--- src/rtl/irq_coalesce_pkg.sv ---
package irq_coalesce_pkg;

   // Width of a counter that must hold values 0 .. v-1 (never below 1 bit)
   function automatic int unsigned idx_w(input int unsigned v);
      return (v <= 2) ? 1 : $clog2(v);
   endfunction

endpackage

--- src/rtl/icm_prescaler.sv ---
module icm_prescaler #(
   parameter int unsigned TICK_DIV = 125
) (
   input  logic clk,
   input  logic rst_n,
   input  logic run_i,
   output logic tick_o
);
   import irq_coalesce_pkg::*;

   generate
      if (TICK_DIV < 1) begin : g_bad_div
         $error("icm_prescaler: TICK_DIV must be at least 1");
      end

      if (TICK_DIV == 1) begin : g_bypass
         // every running cycle is one tick
         assign tick_o = run_i;
      end else begin : g_divide
         localparam int unsigned PW = idx_w(TICK_DIV);
         localparam logic [PW-1:0] LAST = PW'(TICK_DIV - 1);
         logic [PW-1:0] phase_q;

         always_ff @(posedge clk or negedge rst_n) begin
            if (!rst_n) begin
               phase_q <= '0;
            end else if (!run_i || phase_q == LAST) begin
               phase_q <= '0;
            end else begin
               phase_q <= phase_q + 1'b1;
            end
         end

         assign tick_o = run_i && (phase_q == LAST);
      end
   endgenerate
endmodule

--- src/rtl/icm_budget_timer.sv ---
module icm_budget_timer #(
   parameter int unsigned TIME_W = 16
) (
   input  logic              clk,
   input  logic              rst_n,
   input  logic              clr_i,
   input  logic              tick_i,
   input  logic [TIME_W-1:0] budget_i,
   output logic [TIME_W-1:0] us_o,
   output logic              expired_o
);
   generate
      if (TIME_W < 2) begin : g_bad_w
         $error("icm_budget_timer: TIME_W must be at least 2");
      end
   endgenerate

   logic [TIME_W-1:0] us_q;

   always_ff @(posedge clk or negedge rst_n) begin
      if (!rst_n) begin
         us_q <= '0;
      end else if (clr_i) begin
         us_q <= '0;
      end else if (tick_i) begin
         us_q <= us_q + 1'b1;
      end
   end

   assign us_o      = us_q;
   assign expired_o = (us_q >= budget_i);
endmodule

--- src/rtl/icm_event_counter.sv ---
module icm_event_counter #(
   parameter int unsigned CNT_W = 8
) (
   input  logic             clk,
   input  logic             rst_n,
   input  logic             restart_i,
   input  logic             evt_i,
   output logic [CNT_W-1:0] cnt_o
);
   localparam logic [CNT_W-1:0] CNT_MAX = '1;

   generate
      if (CNT_W < 2) begin : g_bad_w
         $error("icm_event_counter: CNT_W must be at least 2");
      end
   endgenerate

   logic [CNT_W-1:0] cnt_q;

   always_ff @(posedge clk or negedge rst_n) begin
      if (!rst_n) begin
         cnt_q <= '0;
      end else if (restart_i) begin
         // an event on the closing edge opens the next batch
         cnt_q <= {{(CNT_W-1){1'b0}}, evt_i};
      end else if (evt_i && cnt_q != CNT_MAX) begin
         cnt_q <= cnt_q + 1'b1;
      end
   end

   assign cnt_o = cnt_q;
endmodule

--- src/rtl/irq_coalesce.sv ---
module irq_coalesce #(
   parameter int unsigned CNT_W    = 8,
   parameter int unsigned TIME_W   = 16,
   parameter int unsigned TICK_DIV = 125
) (
   input  logic              clk,
   input  logic              rst_n,
   input  logic              evt_i,
   input  logic              ack_i,
   input  logic [CNT_W-1:0]  frame_thr_i,
   input  logic [TIME_W-1:0] time_budget_i,
   output logic              irq_o
);
   localparam logic [CNT_W-1:0] THR_MIN = CNT_W'(1);

   logic [CNT_W-1:0]  evt_cnt;
   logic [TIME_W-1:0] us_cnt;
   logic              expired;
   logic              tick;
   logic              armed;
   logic              batch_done;
   logic              fire;
   logic              irq_q;
   logic [CNT_W-1:0]  thr_eff;

   assign thr_eff    = (frame_thr_i == '0) ? THR_MIN : frame_thr_i;
   assign armed      = (evt_cnt != '0);
   assign batch_done = armed && ((evt_cnt >= thr_eff) || expired);
   assign fire       = batch_done && !irq_q;

   icm_event_counter #(.CNT_W(CNT_W)) u_cnt (
      .clk       (clk),
      .rst_n     (rst_n),
      .restart_i (fire),
      .evt_i     (evt_i),
      .cnt_o     (evt_cnt)
   );

   icm_prescaler #(.TICK_DIV(TICK_DIV)) u_pre (
      .clk    (clk),
      .rst_n  (rst_n),
      .run_i  (armed && !expired && !fire),
      .tick_o (tick)
   );

   icm_budget_timer #(.TIME_W(TIME_W)) u_tmr (
      .clk       (clk),
      .rst_n     (rst_n),
      .clr_i     (fire || !armed),
      .tick_i    (tick),
      .budget_i  (time_budget_i),
      .us_o      (us_cnt),
      .expired_o (expired)
   );

   always_ff @(posedge clk or negedge rst_n) begin
      if (!rst_n) begin
         irq_q <= 1'b0;
      end else if (fire) begin
         irq_q <= 1'b1;
      end else if (ack_i) begin
         irq_q <= 1'b0;
      end
   end

   assign irq_o = irq_q;
endmodule

--- config.mk ---
export PLATFORM = sky130hd
export DESIGN_NAME = irq_coalesce
export DESIGN_NICKNAME = d
export VERILOG_FILES = /design/src/rtl/irq_coalesce_pkg.sv /design/src/rtl/icm_prescaler.sv /design/src/rtl/icm_budget_timer.sv /design/src/rtl/icm_event_counter.sv /design/src/rtl/irq_coalesce.sv
export SDC_FILE = /design/constraint.sdc
export NUM_CORES = 1
export LEC_CHECK = 0
export BUFFER_PORTS_ARGS = -buffer_cell sky130_fd_sc_hd__buf_4
export CORE_MARGIN = 5
export CORE_UTILIZATION = 33
export DETAILED_ROUTE_END_ITERATION = 7
export SYNTH_ARGS = -nofsm -noshare
export SYNTH_HDL_FRONTEND = slang
export SYNTH_HIERARCHICAL = 1
export SYNTH_SLANG_ARGS = --single-unit
--- constraint.sdc ---
create_clock -name clk -period 4.7 [get_ports clk]
set_clock_uncertainty 0.05 [all_clocks]
set_input_delay 0.94 -clock clk [delete_from_list [all_inputs] [get_ports clk]]
set_output_delay 0.94 -clock clk [all_outputs]
set_load 0.05 [all_outputs]
==> results of run 1 <==
cell families (layout without fill, tap and decap cells):
group / Yosys count / in the layout / share of synthesized area
AO/OA/AOI/OAI: 54 / 54 / 0.161
buffers and inverters: 38 / 70 / 0.0641
multiplexers: 2 / 2 / 0.00862
flip-flops: 32 / 32 / 0.345
AND/OR/NAND/NOR: 91 / 91 / 0.218
adder cells (fa/ha/maj): 28 / 28 / 0.151
XOR/XNOR: 14 / 14 / 0.0528
final cells by class:
| class | count | area, µm² |
|---|---|---|
| repair buffers | 30 | 225 |
| flip-flops and latches | 32 | 801 |
| fillers | 704 | 4110 |
| clock buffers | 6 | 72.6 |
| inverters | 33 | 124 |
| clock inverters | 1 | 5.00 |
| multi-input cells | 189 | 1370 |
| well taps | 96 | 120 |
path summary, 6_finish.rpt:
path / start / depth (start not counted) / slack (ns) / to
max: frame_thr_i[2] / 14 / 0.50 / u_tmr/us_o[15]
min: u_pre/g_divide.phase_q[0] / 1 / 0.47 / u_pre/g_divide.phase_q[0]
max reg2reg: u_tmr/us_o[1] / 13 / 0.89 / u_tmr/us_o[15]
min reg2reg: u_pre/g_divide.phase_q[0] / 1 / 0.47 / u_pre/g_divide.phase_q[0]
max in group asynchronous: rst_n / 1 / 3.74 / u_tmr/us_o[3]
min in group asynchronous: rst_n / 1 / 0.53 / u_cnt/cnt_o[0]
power groups by stage:
stage	logic, µW	clock network [µW]	registers [µW]
2_1_floorplan	229	0	386
3_3_place_gp	293	0	402
3_5_place_dp	301	0	402
4_1_cts	302	211	397
5_1_grt	342	220	407
6_report	297	201	397
synthesized netlist by cell type, drive strengths merged, types with 3 or more instances:
cell type / number
nand3: 12
and3: 3
nand4: 9
o211ai: 4
nor2: 22
nand2b: 5
ha: 28
nand2: 15
o21ai: 13
a21oi: 19
xor2: 6
nor4: 7
dfrtp: 32
inv: 33
or3: 7
buf: 4
xnor2: 8
o31ai: 3
worst max-delay path, cell delays in order:
cell,delay (ns)
buf_4,0.11
nor4_1,0.27
a41o_1,0.21
ha_1,0.22
nand2b_4,0.13
a2111o_1,0.43
a2111oi_4,0.38
o21a_1,0.27
nand3_1,0.10
nor2_1,0.17
o21ai_2,0.11
or3_4,0.41
or4_1,0.47
a21oi_1,0.14
flip-flops by register name, summed over array words and instances (netlist names):
| signal | count |
|---|---|
| u_tmr/us_o | 16 |
| u_cnt/cnt_o | 8 |
| irq_o | 1 |
| u_pre/g_divide.phase_q | 7 |
stage by stage:
stage	area (µm²)	total power, µW	utilization
finish	2720	895	0.398
global placement	2640	694	0.387
floorplan	2320	615	-
detailed placement	2640	704	0.387
CTS	2720	910	0.398
global route	2720	969	0.398
metal layers:
metal	track usage	part of all wire	vias up
met1	0.155	0.50	858
met4	0.0397	0.0059	0
met3	0.0272	0.040	2
met5	0	0	-
li1	-	-	985
met2	0.175	0.45	31
==> results.json, run 1 <==
{
  "path_clk_slew_ns": 0.07,
  "synth.top_cell.area_share": 0.345,
  "internal_power_uw": 555,
  "worst_pin_slew_ns": 0.652,
  "final_cell_mix": "33 x inv_1, 32 x dfrtp_1, 30 x buf_4",
  "clock-sinks": 32,
  "yosysTopAreaCell": "dfrtp_1",
  "period_needed_ns": 4.20,
  "syn_inst": 259,
  "grt_max_degree": 33,
  "fin_nets": 347,
  "core_area_mm2": 0.00683,
  "drcViolationCount": 0,
  "ys_ff_latch": 32,
  "synth_warnings": 6,
  "layout_setup_ws_ns": 0.497,
  "wirelength_um": 4740,
  "postCtsHoldBufs": 0,
  "layout.cells.non_filler": 387,
  "firstDrtPassIters": 4,
  "path_max_fanout": 6,
  "startpoint_type": "input pin",
  "p_clk_frac": 0.224,
  "antenna_found_initial": 0,
  "finalSetupTns_ns": 0,
  "clk_latency_ns": 0.28,
  "ys.flop_type": "dfrtp_1",
  "max-vdd-ir-drop_uv": 117,
  "p_sw_uw": 340,
  "grt_overflow": 0,
  "dieArea_mm2": 0.00882,
  "final_common_cell": "inv_1",
  "vias": 1876,
  "p_leak_uw": 0.00131,
  "dpl.cell_count": 380,
  "clock-root-buffer": "clkbuf_8",
  "required_ns": 4.87,
  "place_congestion": 0.760,
  "maxCapViolCount": 0,
  "chipWidth_um": 93.9,
  "yosysSeqAreaShare": 0.345,
  "slew_headroom": 0.563,
  "dpl.hpwl_um": 3660,
  "ys_types": 53,
  "routedWlPerCell_um": 12.2,
  "dp_slack_ns": 0.172,
  "swShare": 0.380,
  "syn-cell-area_mm2": 0.00232,
  "synth_area_per_cell_um2": 8.97,
  "cts_buffer_depth": 2,
  "start_util": 0.340,
  "io_pins": 29,
  "antenna_cells": 0,
  "cts_resized": 0,
  "finalMaxSlewViolations": 0,
  "crit_type": "in -> reg",
  "synth.area.top_cells": "dfrtp_1 34%, ha_1 15%, inv_1 5.3%, a21oi_1 4.1%, nor2_1 3.6%",
  "ant_nets": 0,
  "hold_viol": 0,
  "p_per_area_mw_per_mm2": 329,
  "drt_iter0_drc": 53,
  "fmax_mhz": 238,
  "synth_async_sr_flop_share": 1.00,
  "whs_ns": 0.474,
  "die_h_um": 93.9,
  "cp-end-kind": "flip-flop",
  "pwr-share-comb": 0.332,
  "synth_fp_nets": 315,
  "postCtsSetupBuffers": 0,
  "hold_class": "reg -> reg",
  "seqPwrFrac": 0.444,
  "h-tree-depth": 2,
  "cts_tree": "yes",
  "grt_pass1_vias": 1747,
  "port_buffers": 28,
  "rows": 30,
  "viasPerCell": 4.85,
  "area_delta_synth_final_pct": 17.1,
  "drive_above_1_share": 0.162,
  "grt_pass1_wl_um": 8080,
  "setup_viol": 0,
  "track_usage": 0.114,
  "synth_edf_count": 0,
  "cp_data_arrival_time_ns": 4.37,
  "rsz0062_at_grt": "no",
  "post-route-period-util": 0.894,
  "cts_made_buffers": 5,
  "outcome": "complete, no violations"
}
(Power assumes the default switching activity.)
==> run 2, diff against run 1 <==
--- a/config.mk
+++ b/config.mk
@@ -5,10 +5,10 @@
 export SDC_FILE = /design/constraint.sdc
 export NUM_CORES = 1
 export LEC_CHECK = 0
-export BUFFER_PORTS_ARGS = -buffer_cell sky130_fd_sc_hd__buf_4
 export CORE_MARGIN = 5
 export CORE_UTILIZATION = 33
 export DETAILED_ROUTE_END_ITERATION = 7
+export DONT_BUFFER_PORTS = 1
 export SYNTH_ARGS = -nofsm -noshare
 export SYNTH_HDL_FRONTEND = slang
 export SYNTH_HIERARCHICAL = 1
==> run 2 against run 1 <==
Final area decreased by 7.2%; sequential share of layout area increased by 2.3 points; die area unchanged; cell count decreased by 7.0%; power about the same; clock-buffer cell count unchanged; register-to-register slack about the same; worst setup slack improved by 0.12 ns; critical path depth decreased by 1; first-iteration DRC count increased by 72%; sequential cell count unchanged; utilization decreased by 2.9 points.
==> results.json, run 2 (synthesis gave the netlist of run 1 again) <==
{
  "rsz0062_at_grt": "no",
  "viasPerCell": 5.18,
  "seqPwrFrac": 0.459,
  "clk_latency_ns": 0.28,
  "drive_above_1_share": 0.0795,
  "antenna_cells": 0,
  "cts_buffer_depth": 2,
  "internal_power_uw": 554,
  "port_buffers": 0,
  "clock-sinks": 32,
  "largest_register_ffs": 16,
  "outcome": "complete, no violations",
  "path_max_fanout": 6,
  "drcViolationCount": 0,
  "core_area_mm2": 0.00683,
  "dp_slack_ns": 0.332,
  "whs_ns": 0.299,
  "cts_tree": "yes",
  "start_util": 0.340,
  "startpoint_type": "input pin",
  "p_sw_uw": 340,
  "swShare": 0.380,
  "drt_iter0_drc": 91,
  "met1_usage": 0.150,
  "final_cell_mix": "33 x inv_1, 32 x dfrtp_1, 28 x ha_1",
  "maxCapViolCount": 0,
  "hold_class": "in -> async",
  "grt_pass1_wl_um": 8030,
  "hold_viol": 0,
  "pwr-share-comb": 0.295,
  "r2r_slack_ns": 0.89,
  "layout_setup_ws_ns": 0.617,
  "slew_headroom": 0.564,
  "period_needed_ns": 4.08,
  "grt_overflow": 0,
  "busiest_layer": "met2",
  "routedWlPerCell_um": 13.2,
  "p_per_area_mw_per_mm2": 354,
  "antenna_found_initial": 0,
  "area_delta_synth_final_pct": 8.72,
  "firstDrtPassIters": 4,
  "worst_pin_slew_ns": 0.652,
  "place_congestion": 0.799,
  "path_clk_slew_ns": 0.07,
  "cp_data_arrival_time_ns": 4.23,
  "cts_resized": 0,
  "crit_type": "in -> reg",
  "max-vdd-ir-drop_uv": 148,
  "required_ns": 4.85,
  "r2r_end": "u_tmr/us_o[15]",
  "use_met3": 0.0168,
  "die_h_um": 93.9,
  "p_leak_uw": 0.00119,
  "io_pins": 29,
  "dpl.hpwl_um": 3660,
  "postCtsSetupBuffers": 0,
  "ff2ff_path_depth": 13,
  "finalMaxSlewViolations": 0,
  "r2r_start": "u_tmr/us_o[1]",
  "clock-root-buffer": "clkbuf_8",
  "fmax_mhz": 245,
  "wirelength_um": 4760,
  "fin_nets": 319,
  "grt_max_degree": 33,
  "cts_made_buffers": 5,
  "h-tree-depth": 2,
  "p_clk_frac": 0.245,
  "finalSetupTns_ns": 0,
  "vias": 1865,
  "postCtsHoldBufs": 0,
  "cp-end-kind": "flip-flop",
  "setup_viol": 0,
  "track_usage": 0.112,
  "ant_nets": 0,
  "final_common_cell": "inv_1",
  "globalRouteMet2Util": 0.187,
  "grt_pass1_vias": 1782,
  "chipWidth_um": 93.9,
  "final_util": 0.370,
  "total_power_uw": 894,
  "post-route-period-util": 0.869,
  "rows": 30,
  "dieArea_mm2": 0.00882
}
run 2: cell count changes in the layout (fill, tap and decap cells not counted), sizes merged:
| cell | before | now |
|---|---|---|
| clkinv | 1 | 2 |
| buf | 30 | 2 |
run 2: how the worst max path moves through the flow:
stage          slack (ns)  cells past startpoint             start        endpoint
3_5_place_dp         0.33                     13    frame_thr_i[2]  u_tmr/us_o[15]
3_3_place_gp         0.39                     13    frame_thr_i[2]  u_tmr/us_o[15]
6_report             0.62                     13    frame_thr_i[2]  u_tmr/us_o[15]
2_1_floorplan        0.42                     14    frame_thr_i[2]  u_tmr/us_o[15]
5_1_grt              0.40                     14  time_budget_i[1]  u_tmr/us_o[15]
4_1_cts              0.62                     13    frame_thr_i[2]  u_tmr/us_o[15]
run 2: area by class of cell:
class                           instances  area, µm²
Clock buffer                            6       82.6
Sequential cell                        32        801
Tap cell                               96        120
Fill cell                             747       4310
Multi-Input combinational cell        189       1370
Clock inverter                          2       10.0
Timing Repair Buffer                    2       15.0
Inverter                               33        124
run 2: per-layer routing:
layer | share of wire | wire length [µm] | vias to the layer above
met5 | 0 | 0 | -
met4 | 0.0088 | 42 | 0
met3 | 0.024 | 116 | 2
met2 | 0.48 | 2280 | 27
met1 | 0.49 | 2320 | 900
li1 | - | - | 936
run 2: power groups by stage:
stage | clock (µW) | sequential (µW) | combinational (µW)
floorplan | 0 | 386 | 229
global placement | 0 | 415 | 255
detailed placement | 0 | 416 | 266
CTS | 227 | 411 | 267
global route | 239 | 419 | 306
finish | 219 | 411 | 264
run 2: worst max-delay path, stage by stage:
cell and delay (ns):
nor4_1 0.24, a41o_1 0.20, ha_1 0.22, nand2b_4 0.13, a2111o_1 0.44, a2111oi_4 0.39
o21a_1 0.28, nand3_1 0.10, nor2_1 0.17, o21ai_2 0.11, or3_4 0.41, or4_1 0.47
a21oi_1 0.15
run 2: per-stage QoR:
step	cell area, µm²	instances
after CTS	2530	360
final	2530	360
after global placement	2430	352
after floorplan	2320	259
after detailed placement	2430	352
after global routing	2530	360
==> run 3, diff against run 2 <==
--- a/config.mk
+++ b/config.mk
@@ -9,6 +9,7 @@
 export CORE_UTILIZATION = 33
 export DETAILED_ROUTE_END_ITERATION = 7
 export DONT_BUFFER_PORTS = 1
+export PLACE_DENSITY = 0.53
 export SYNTH_ARGS = -nofsm -noshare
 export SYNTH_HDL_FRONTEND = slang
 export SYNTH_HIERARCHICAL = 1
==> run 3 against run 2 <==
Die area did not move; global-route usage rose by 0.20 points; combinational power barely moved; sequential power barely moved; fmax barely moved; first-iteration DRC count fell by 7.7%; sequential cell count did not move; non-clock buffer count did not move; via count fell by 3.3%; final area rose by 0.59%; clock power rose by 16%; worst setup slack got worse by 0.0020 ns; critical path type unchanged; largest cell class unchanged.
==> results.json, run 3 (synthesis gave the netlist of run 1 again) <==
{
  "outcome": "complete, no violations",
  "grt_overflow": 0,
  "path_clk_slew_ns": 0.07,
  "dpl.hpwl_um": 3640,
  "crit_type": "in -> reg",
  "startpoint_type": "input pin",
  "ant_nets": 0,
  "vias": 1803,
  "viasPerCell": 5.01,
  "setup_viol": 0,
  "drive_above_1_share": 0.0758,
  "rsz0062_at_grt": "no",
  "cp-end-kind": "flip-flop",
  "grt_pass1_wl_um": 7980,
  "start_util": 0.340,
  "clk_latency_ns": 0.28,
  "max-vdd-ir-drop_uv": 173,
  "rows": 30,
  "slew_headroom": 0.588,
  "cp_slowest_cell": "or4_1",
  "internal_power_uw": 596,
  "grt_max_degree": 33,
  "worstPathCellList": "nor4_1 > a41o_1 > ha_1 > nand2b_4 > a2111o_1 > a2111oi_4 > o21a_1 > nand3_1 > nor2_1 > o21ai_2 > or3_4 > or4_1 > a21oi_1",
  "final_common_cell": "inv_1",
  "track_usage": 0.114,
  "period_needed_ns": 4.08,
  "swShare": 0.358,
  "port_buffers": 0,
  "postCtsSetupBuffers": 0,
  "path_max_fanout": 6,
  "clock-root-buffer": "clkbuf_8",
  "pwr-share-comb": 0.284,
  "grt_pass1_vias": 1732,
  "required_ns": 4.86,
  "cts_buffer_depth": 2,
  "cts_made_buffers": 5,
  "fill_cells": 715,
  "area_delta_synth_final_pct": 9.37,
  "dieArea_mm2": 0.00882,
  "worst_pin_slew_ns": 0.616,
  "fmax_mhz": 245,
  "whs_ns": 0.297,
  "core_area_mm2": 0.00683,
  "drcViolationCount": 0,
  "cts_tree": "yes",
  "antenna_found_initial": 0,
  "maxCapViolCount": 0,
  "chipWidth_um": 93.9,
  "p_sw_uw": 332,
  "cp_data_arrival_time_ns": 4.24,
  "p_leak_uw": 0.00119,
  "postCtsHoldBufs": 0,
  "final_cell_mix": "33 x inv_1, 32 x dfrtp_1, 28 x ha_1",
  "place_congestion": 0.761,
  "h-tree-depth": 2,
  "finalMaxSlewViolations": 0,
  "seqPwrFrac": 0.441,
  "post-route-period-util": 0.869,
  "p_per_area_mw_per_mm2": 365,
  "fin_nets": 319,
  "die_h_um": 93.9,
  "clock-sinks": 32,
  "antenna_cells": 0,
  "drt_iter0_drc": 84,
  "largest_register_ffs": 16,
  "firstDrtPassIters": 4,
  "p_clk_frac": 0.275,
  "hold_class": "in -> async",
  "wirelength_um": 4630,
  "routedWlPerCell_um": 12.9,
  "cts_resized": 0,
  "hold_viol": 0,
  "finalSetupTns_ns": 0,
  "cp_slowest_stage_delay_ns": 0.48,
  "io_pins": 29
}
run 3: path summary, 6_finish.rpt:
kind | slack (ns) | endpoint | cells after the start | start
setup / recovery | 0.62 | u_tmr/us_o[15] | 13 | frame_thr_i[2]
hold / removal | 0.30 | u_cnt/cnt_o[0] | 0 | rst_n
setup reg to reg | 0.93 | u_tmr/us_o[15] | 13 | u_tmr/us_o[1]
hold reg to reg | 0.48 | u_pre/g_divide.phase_q[0] | 1 | u_pre/g_divide.phase_q[0]
max in group asynchronous | 4.21 | u_tmr/us_o[8] | 0 | rst_n
min in group clk | 0.48 | u_pre/g_divide.phase_q[0] | 1 | u_pre/g_divide.phase_q[0]
run 3: power groups by stage:
stage,Combinational [µW],Sequential (µW),Clock (µW)
floorplan,229,386,0
global placement,258,415,0
detailed placement,267,414,0
CTS,269,410,264
global route,305,419,275
finish,264,409,255
run 3: cell type report:
class | instances | area (µm²) | area share
multi-input cells | 189 | 1370 | 0.541
clock buffers | 6 | 72.6 | 0.0286
well taps | 96 | 120 | 0.0473
clock inverters | 2 | 35.0 | 0.0138
inverters | 33 | 124 | 0.0487
flip-flops and latches | 32 | 801 | 0.315
repair buffers | 2 | 15.0 | 0.00591
run 3: metrics by stage:
step                      std cells  setup WS, ns  cell area [µm²]   util  power [µW]
final                           360         0.615             2540  0.372         928
after CTS                       360         0.608             2540  0.372         943
after global placement          352         0.392             2430  0.356         673
after floorplan                 259         0.416             2320      -         615
after global routing            360         0.324             2540  0.372         999
after detailed placement        352         0.304             2430  0.356         681
run 3: critical path: cells and delay by family:
kind	cells	cell delay, ns
fa+ha+maj	1	0.22
simple gates	6	1.51
compound gates	6	1.57
run 3: routing by layer:
metal	share of wire	up-vias	GRT usage
met5	0	-	0
met4	0.011	0	0.0433
met3	0.037	5	0.0272
met2	0.46	25	0.181
met1	0.49	842	0.150
li1	-	931	-
